## config.mk

```make
export PLATFORM = sky130hd
export DESIGN_NAME = dbg_regif
export DESIGN_NICKNAME = d
export VERILOG_FILES = /design/src/rtl/dbg_regif_pkg.sv /design/src/rtl/dbg_handshake.sv /design/src/rtl/dbg_runctl.sv /design/src/rtl/dbg_rdmux.sv /design/src/rtl/dbg_regif.sv
export SDC_FILE = /design/constraint.sdc
export NUM_CORES = 1
export LEC_CHECK = 0
export BUFFER_PORTS_ARGS = -buffer_cell sky130_fd_sc_hd__buf_2
export CORE_AREA = 10 10 149 151
export CTS_CLUSTER_SIZE = 14
export DETAILED_ROUTE_END_ITERATION = 7
export DIE_AREA = 0 0 159 161
export GPL_TIMING_DRIVEN = 1
export PLACE_DENSITY = 0.57
export SYNTH_ARGS = -nofsm -noshare
export SYNTH_HDL_FRONTEND = slang
export SYNTH_SLANG_ARGS = --single-unit
export TNS_END_PERCENT = 1
```

## constraint.sdc

```tcl
create_clock -name clk -period 1.79 [get_ports clk]
set_input_delay 0.2685 -clock clk [delete_from_list [all_inputs] [get_ports clk]]
set_output_delay 0.2685 -clock clk [all_outputs]
set_load 0.03 [all_outputs]
```

## src/rtl/dbg_regif_pkg.sv

```systemverilog
package dbg_regif_pkg;

    localparam int unsigned ADDR_W = 4;
    localparam int unsigned XFLAG_W = 5;

    typedef enum logic [ADDR_W-1:0] {
        RA_CTRL  = 4'd0,
        RA_STAT  = 4'd1,
        RA_NIA   = 4'd2,
        RA_MSR   = 4'd3,
        RA_GIDX  = 4'd4,
        RA_GDAT  = 4'd5,
        RA_CR    = 4'd8,
        RA_XFLG  = 4'd9
    } reg_addr_e;

    // control word command bits
    localparam int unsigned CMD_HALT_BIT = 0;
    localparam int unsigned CMD_RUN_BIT  = 1;
    localparam int unsigned CMD_STEP_BIT = 3;

    // status word
    localparam int unsigned STS_STOPPED_BIT = 1;

    // packed exception flag positions, indexed by core_xflags_i bit
    localparam int unsigned XF_POS_SO   = 0;
    localparam int unsigned XF_POS_CA   = 2;
    localparam int unsigned XF_POS_CA32 = 3;
    localparam int unsigned XF_POS_OV   = 4;
    localparam int unsigned XF_POS_OV32 = 5;

endpackage

```

## src/rtl/dbg_handshake.sv

```systemverilog
module dbg_handshake (
    input  logic clk,
    input  logic rst_n,
    input  logic req_i,
    output logic accept_o,
    output logic ack_o
);
    typedef struct packed {
        logic ack;
        logic hold;
    } hs_t;

    hs_t st_d, st_q;

    always_comb begin
        st_d      = st_q;
        accept_o  = req_i & ~st_q.ack & ~st_q.hold;
        st_d.ack  = accept_o;
        // after the acknowledge, wait until the request is dropped
        st_d.hold = (st_q.ack | st_q.hold) & req_i;
    end

    always_ff @(posedge clk) begin
        if (!rst_n) begin
            st_q <= '0;
        end else begin
            st_q <= st_d;
        end
    end

    assign ack_o = st_q.ack;

endmodule

```

## src/rtl/dbg_runctl.sv

```systemverilog
module dbg_runctl
    import dbg_regif_pkg::*;
#(
    parameter int unsigned DATA_W = 64
) (
    input  logic              clk,
    input  logic              rst_n,
    input  logic              cmd_we_i,
    input  logic [DATA_W-1:0] cmd_i,
    input  logic              retire_i,
    output logic              halt_o,
    output logic              step_o,
    output logic              stopped_o
);
    typedef struct packed {
        logic halted;
        logic stepping;
    } run_t;

    run_t rs_d, rs_q;
    logic c_halt, c_run, c_step, stopped_now;

    always_comb begin
        rs_d        = rs_q;
        c_halt      = cmd_we_i & cmd_i[CMD_HALT_BIT];
        c_run       = cmd_we_i & cmd_i[CMD_RUN_BIT] & ~c_halt;
        c_step      = cmd_we_i & cmd_i[CMD_STEP_BIT];
        stopped_now = rs_q.halted & ~rs_q.stepping;

        if (rs_q.stepping && retire_i) begin
            rs_d.stepping = 1'b0;
        end

        if (c_halt) begin
            rs_d.halted = 1'b1;
        end else if (c_run) begin
            rs_d.halted   = 1'b0;
            rs_d.stepping = 1'b0;
        end

        if (c_step && stopped_now && !c_run) begin
            rs_d.stepping = 1'b1;
        end
    end

    always_ff @(posedge clk) begin
        if (!rst_n) begin
            rs_q <= '0;
        end else begin
            rs_q <= rs_d;
        end
    end

    assign halt_o    = rs_q.halted & ~rs_q.stepping;
    assign step_o    = rs_q.stepping;
    assign stopped_o = rs_q.halted & ~rs_q.stepping;

endmodule

```

## src/rtl/dbg_rdmux.sv

```systemverilog
module dbg_rdmux
    import dbg_regif_pkg::*;
#(
    parameter int unsigned DATA_W = 64
) (
    input  logic [ADDR_W-1:0]  addr_i,
    input  logic               stopped_i,
    input  logic [DATA_W-1:0]  nia_i,
    input  logic [DATA_W-1:0]  msr_i,
    input  logic [DATA_W-1:0]  cr_i,
    input  logic [DATA_W-1:0]  gpr_i,
    input  logic [XFLAG_W-1:0] xflags_i,
    output logic [DATA_W-1:0]  data_o
);
    localparam int unsigned XPOS [XFLAG_W] = '{XF_POS_SO, XF_POS_CA, XF_POS_CA32,
                                               XF_POS_OV, XF_POS_OV32};

    logic [DATA_W-1:0] status_w;
    logic [DATA_W-1:0] xpack_w;

    always_comb begin
        status_w                  = '0;
        status_w[STS_STOPPED_BIT] = stopped_i;
    end

    genvar g;
    generate
        for (g = 0; g < DATA_W; g++) begin : g_xbit
            logic hit;
            always_comb begin
                hit = 1'b0;
                for (int k = 0; k < XFLAG_W; k++) begin
                    if (XPOS[k] == g) hit = xflags_i[k];
                end
            end
            assign xpack_w[g] = hit;
        end
    endgenerate

    always_comb begin
        unique case (addr_i)
            RA_STAT: data_o = status_w;
            RA_NIA:  data_o = nia_i;
            RA_MSR:  data_o = msr_i;
            RA_GDAT: data_o = gpr_i;
            RA_CR:   data_o = cr_i;
            RA_XFLG: data_o = xpack_w;
            default: data_o = '0;
        endcase
    end

endmodule

```

## src/rtl/dbg_regif.sv

```systemverilog
module dbg_regif
    import dbg_regif_pkg::*;
#(
    parameter int unsigned DATA_W  = 64,
    parameter int unsigned GPR_NUM = 32,
    localparam int unsigned IDX_W  = $clog2(GPR_NUM)
) (
    input  logic               clk,
    input  logic               rst_n,
    input  logic               req_i,
    input  logic               wr_i,
    input  logic [ADDR_W-1:0]  addr_i,
    input  logic [DATA_W-1:0]  wdata_i,
    output logic               ack_o,
    output logic [DATA_W-1:0]  rdata_o,
    output logic               core_halt_o,
    output logic               core_step_o,
    input  logic               core_retire_i,
    input  logic [DATA_W-1:0]  core_nia_i,
    input  logic [DATA_W-1:0]  core_msr_i,
    input  logic [DATA_W-1:0]  core_cr_i,
    input  logic [XFLAG_W-1:0] core_xflags_i,
    output logic [IDX_W-1:0]   gpr_sel_o,
    input  logic [DATA_W-1:0]  gpr_data_i
);
    typedef struct packed {
        logic [IDX_W-1:0]  idx;
        logic [DATA_W-1:0] rdata;
    } top_t;

    top_t              tq_d, tq_q;
    logic              accept;
    logic              ctl_we;
    logic              stopped;
    logic [DATA_W-1:0] mux_data;

    dbg_handshake u_hs (
        .clk      (clk),
        .rst_n    (rst_n),
        .req_i    (req_i),
        .accept_o (accept),
        .ack_o    (ack_o)
    );

    assign ctl_we = accept & wr_i & (addr_i == RA_CTRL);

    dbg_runctl #(.DATA_W(DATA_W)) u_run (
        .clk       (clk),
        .rst_n     (rst_n),
        .cmd_we_i  (ctl_we),
        .cmd_i     (wdata_i),
        .retire_i  (core_retire_i),
        .halt_o    (core_halt_o),
        .step_o    (core_step_o),
        .stopped_o (stopped)
    );

    dbg_rdmux #(.DATA_W(DATA_W)) u_mux (
        .addr_i    (addr_i),
        .stopped_i (stopped),
        .nia_i     (core_nia_i),
        .msr_i     (core_msr_i),
        .cr_i      (core_cr_i),
        .gpr_i     (gpr_data_i),
        .xflags_i  (core_xflags_i),
        .data_o    (mux_data)
    );

    always_comb begin
        tq_d       = tq_q;
        tq_d.rdata = '0;
        if (accept && !wr_i) begin
            tq_d.rdata = mux_data;
        end
        if (accept && wr_i && (addr_i == RA_GIDX)) begin
            tq_d.idx = wdata_i[IDX_W-1:0];
        end
    end

    always_ff @(posedge clk) begin
        if (!rst_n) begin
            tq_q <= '0;
        end else begin
            tq_q <= tq_d;
        end
    end

    assign rdata_o   = tq_q.rdata;
    assign gpr_sel_o = tq_q.idx;

endmodule

```

==> results.ini <==
[yosys]
synth_xor_area_share_pct = 0
synthCells = 340
ys_seq_area_share_pct = 46.3
synth_top_family_by_area = compound AO/OA/AOI/OAI gates
ys_ff_latch = 73
synth-simple-area-share_pct = 12.8
synthAdderAreaFrac_pct = 0
synth_compound_area_share_pct = 33.2
yosys.cell_types.count = 31
syn_area_um2 = 3160
yosysWarningCount = 0
synth_nets = 674
synthMuxAreaShare_pct = 1.59
synth.avg_cell_area_um2 = 9.28

[floorplanning]
die_w_um = 159
initial_core_util_pct = 16.4
dieHeight_um = 161
core_um2 = 19200
dieArea_um2 = 25600
num_io_pins = 406
rows = 51

[sta]
fmax_mhz = 685
finalMaxSlewViolations = 0
setup_tns_ns = 0
setup_ws_ns = 0.329
setup_viol = 0
relSlewSlack_pct = 71.4
skew_ns = 0.00656
fin_crit_ns = 1.46
finalHoldViolCount = 0
period_share_pct = 81.6
rsz0062_at_grt = no
worst_pin_slew_ns = 0.429

[global_route]
grt-ovfl-total = 0
grtUsageMet1_pct = 13.8
grt_pass1_wl_um = 26200
antenna_found_initial = 2
use_met2_pct = 22.1
grt.total_usage_pct = 12.8
grt_max_degree = 38
grt_pass1_vias = 4640
use_met3_pct = 5.92
busiest_layer = met2

[detailed_routing]
wirelength_um = 17500
avgRoutedWirePerCell_um = 18.4
routed_via_density = 4.50
vias = 4289
drc = 17
first_pass_iters = 8
antenna_left = 0
drt_iter0_drc = 704

[cells_and_area]
diodes = 0
syn_to_final_growth_pct = 78.7
multiInputGateArea_um2 = 1520
layout.nets = 1017
regArea_um2 = 1460
drive_gt1_share_pct = 56.4
nFillCells = 2053

[cts]
path_clk_slew_ns = 0.06
cts_setup_buffers = 0
postCtsHoldBufs = 0
h-tree-depth = 3
cts_resized = 0
ctsLongestPathBuffers = 2
cts.sinks = 73
cts_tree = yes
cts_buffers = 9
worstSkewPairLatency_ns = 0.33
cts-root-buf = clkbuf_16

[place]
place_ws_ns = 0.117
place.gp.congestion = 0.796
port_buffers = 346
place_hpwl_um = 14500

[outcome]
status = finished with violations
violations = design-rule violations

[pwr]
p_leak_nw = 2.64
finalPower_mw = 4.29
power_density_nw_per_um2 = 760
ir_worst_vdd_uv = 392

[worst_setup_path]
path_cells = nor4_1, buf_4, o21ai_4, buf_4, a21oi_1
crit_type = reg -> reg
cp-end-kind = flip-flop
crit_fanout = 35
slowest_stage = dfxtp_1
cpPeakStageDelay_ns = 0.34
crit_required_ns = 2.03
worstPathArrival_ns = 1.70
cp-start-kind = flip-flop
cp_common_cell = buf_4
r2r_slack_ns = 0.33

[run]
maxCapViolations = 0

[worst_hold_path]
hold_class = in -> reg

cell usage in the layout (no fill, tap or decap), types with 6 or more instances in the layout:
master     netlist  final
buf_2           23    346
a21oi_1         65     65
a222oi_1        63     63
dfxtp_1         73     73
buf_4            7     14
nand2_1         61     61
a22oi_1          6      6
buf_12           0      7
nor2b_1          6      6
clkbuf_16        0      9
worst paths after layout:
kind	from	endpoint	depth (start not counted)
hold / removal	core_msr_i[63]	rdata_o[63]$_SDFF_PN0_	3
setup / recovery	u_hs.ack_o$_SDFF_PN0_	rdata_o[22]$_SDFF_PN0_	5
hold reg to reg	u_hs.st_q[0]$_SDFF_PN0_	u_hs.ack_o$_SDFF_PN0_	1
setup reg to reg	u_hs.ack_o$_SDFF_PN0_	rdata_o[22]$_SDFF_PN0_	5
stage by stage:
step	hold slack, ns	instances	utilization, %	cell area (um^2)
6_report	0.171	953	29.4	5640
5_1_grt	0.150	953	29.4	5640
4_1_cts	0.146	953	29.4	5640
3_5_place_dp	0.468	937	27.6	5290
3_3_place_gp	0.450	937	27.6	5290
2_1_floorplan	0.408	340	-	3160
layout make-up:
type / count / area share (%)
clock buffers: 11 / 4.31
clock inverters: 5 / 1.82
inverters: 1 / 0.0666
multi-input cells: 231 / 26.9
flip-flops and latches: 73 / 25.9
well taps: 265 / 5.88
repair buffers: 367 / 35.1
sequential cells by signal (all words and copies together) (netlist names):
signal	count
rdata_o	64
u_hs.ack_o	1
u_run.rs_q	1
u_run.step_o	1
gpr_sel_o	5
u_hs.st_q	1
where the power goes:
| group | leakage [nW] | switching [mW] | internal (mW) |
|---|---|---|---|
| combinational | 1.89 | 0.234 | 0.305 |
| sequential | 0.588 | 0.00421 | 1.63 |
| clock | 0.166 | 0.711 | 1.40 |
| total | 2.64 | 0.949 | 3.34 |
kinds of logic (layout without fill, tap and decap cells):
logic type	after synthesis	after routing
AO/OA/AOI/OAI	140	140
buffers and inverters	36	384
AND/OR/NAND/NOR	86	86
multiplexers	5	5
flip-flops	73	73
routing by layer:
layer	routed length, um	part of all wire, %
met1	6600	38
met2	8760	50
met3	1820	10
met5	7	0.040
met4	350	2.0
worst max-delay path, delay by kind of cell (launching register included):
family,cells,cell delay [ns]
compound gates,2,0.28
simple gates,1,0.30
flops,1,0.34
buf+inv,2,0.42
Yosys cell counts:
library cell,n,area (um^2)
dfxtp_1,73,1460
a21oi_1,65,325
a222oi_1,63,631
nand2_1,61,229
buf_2,23,115
buf_4,7,52.6
a22oi_1,6,45.0
nor2b_1,6,37.5
clkbuf_1,5,18.8
mux2i_1,5,50.1
nor2_1,4,15.0
nand2b_1,3,18.8
a221oi_1,1,8.76
and2_1,1,6.26
and3_1,1,6.26
and4b_1,1,10.0
and4bb_1,1,12.5
and4bb_2,1,12.5
inv_1,1,3.75
nand3_1,1,5.00
nand4b_1,1,8.76
nor3_1,1,5.00
nor3_4,1,16.3
nor3b_1,1,7.51
nor4_1,1,6.26
nor4b_1,1,8.76
o211ai_1,1,7.51
o21ai_0,1,5.00
o21ai_2,1,8.76
o311a_1,1,10.0
o31ai_1,1,7.51
Power figures use the tool's default switching activity.
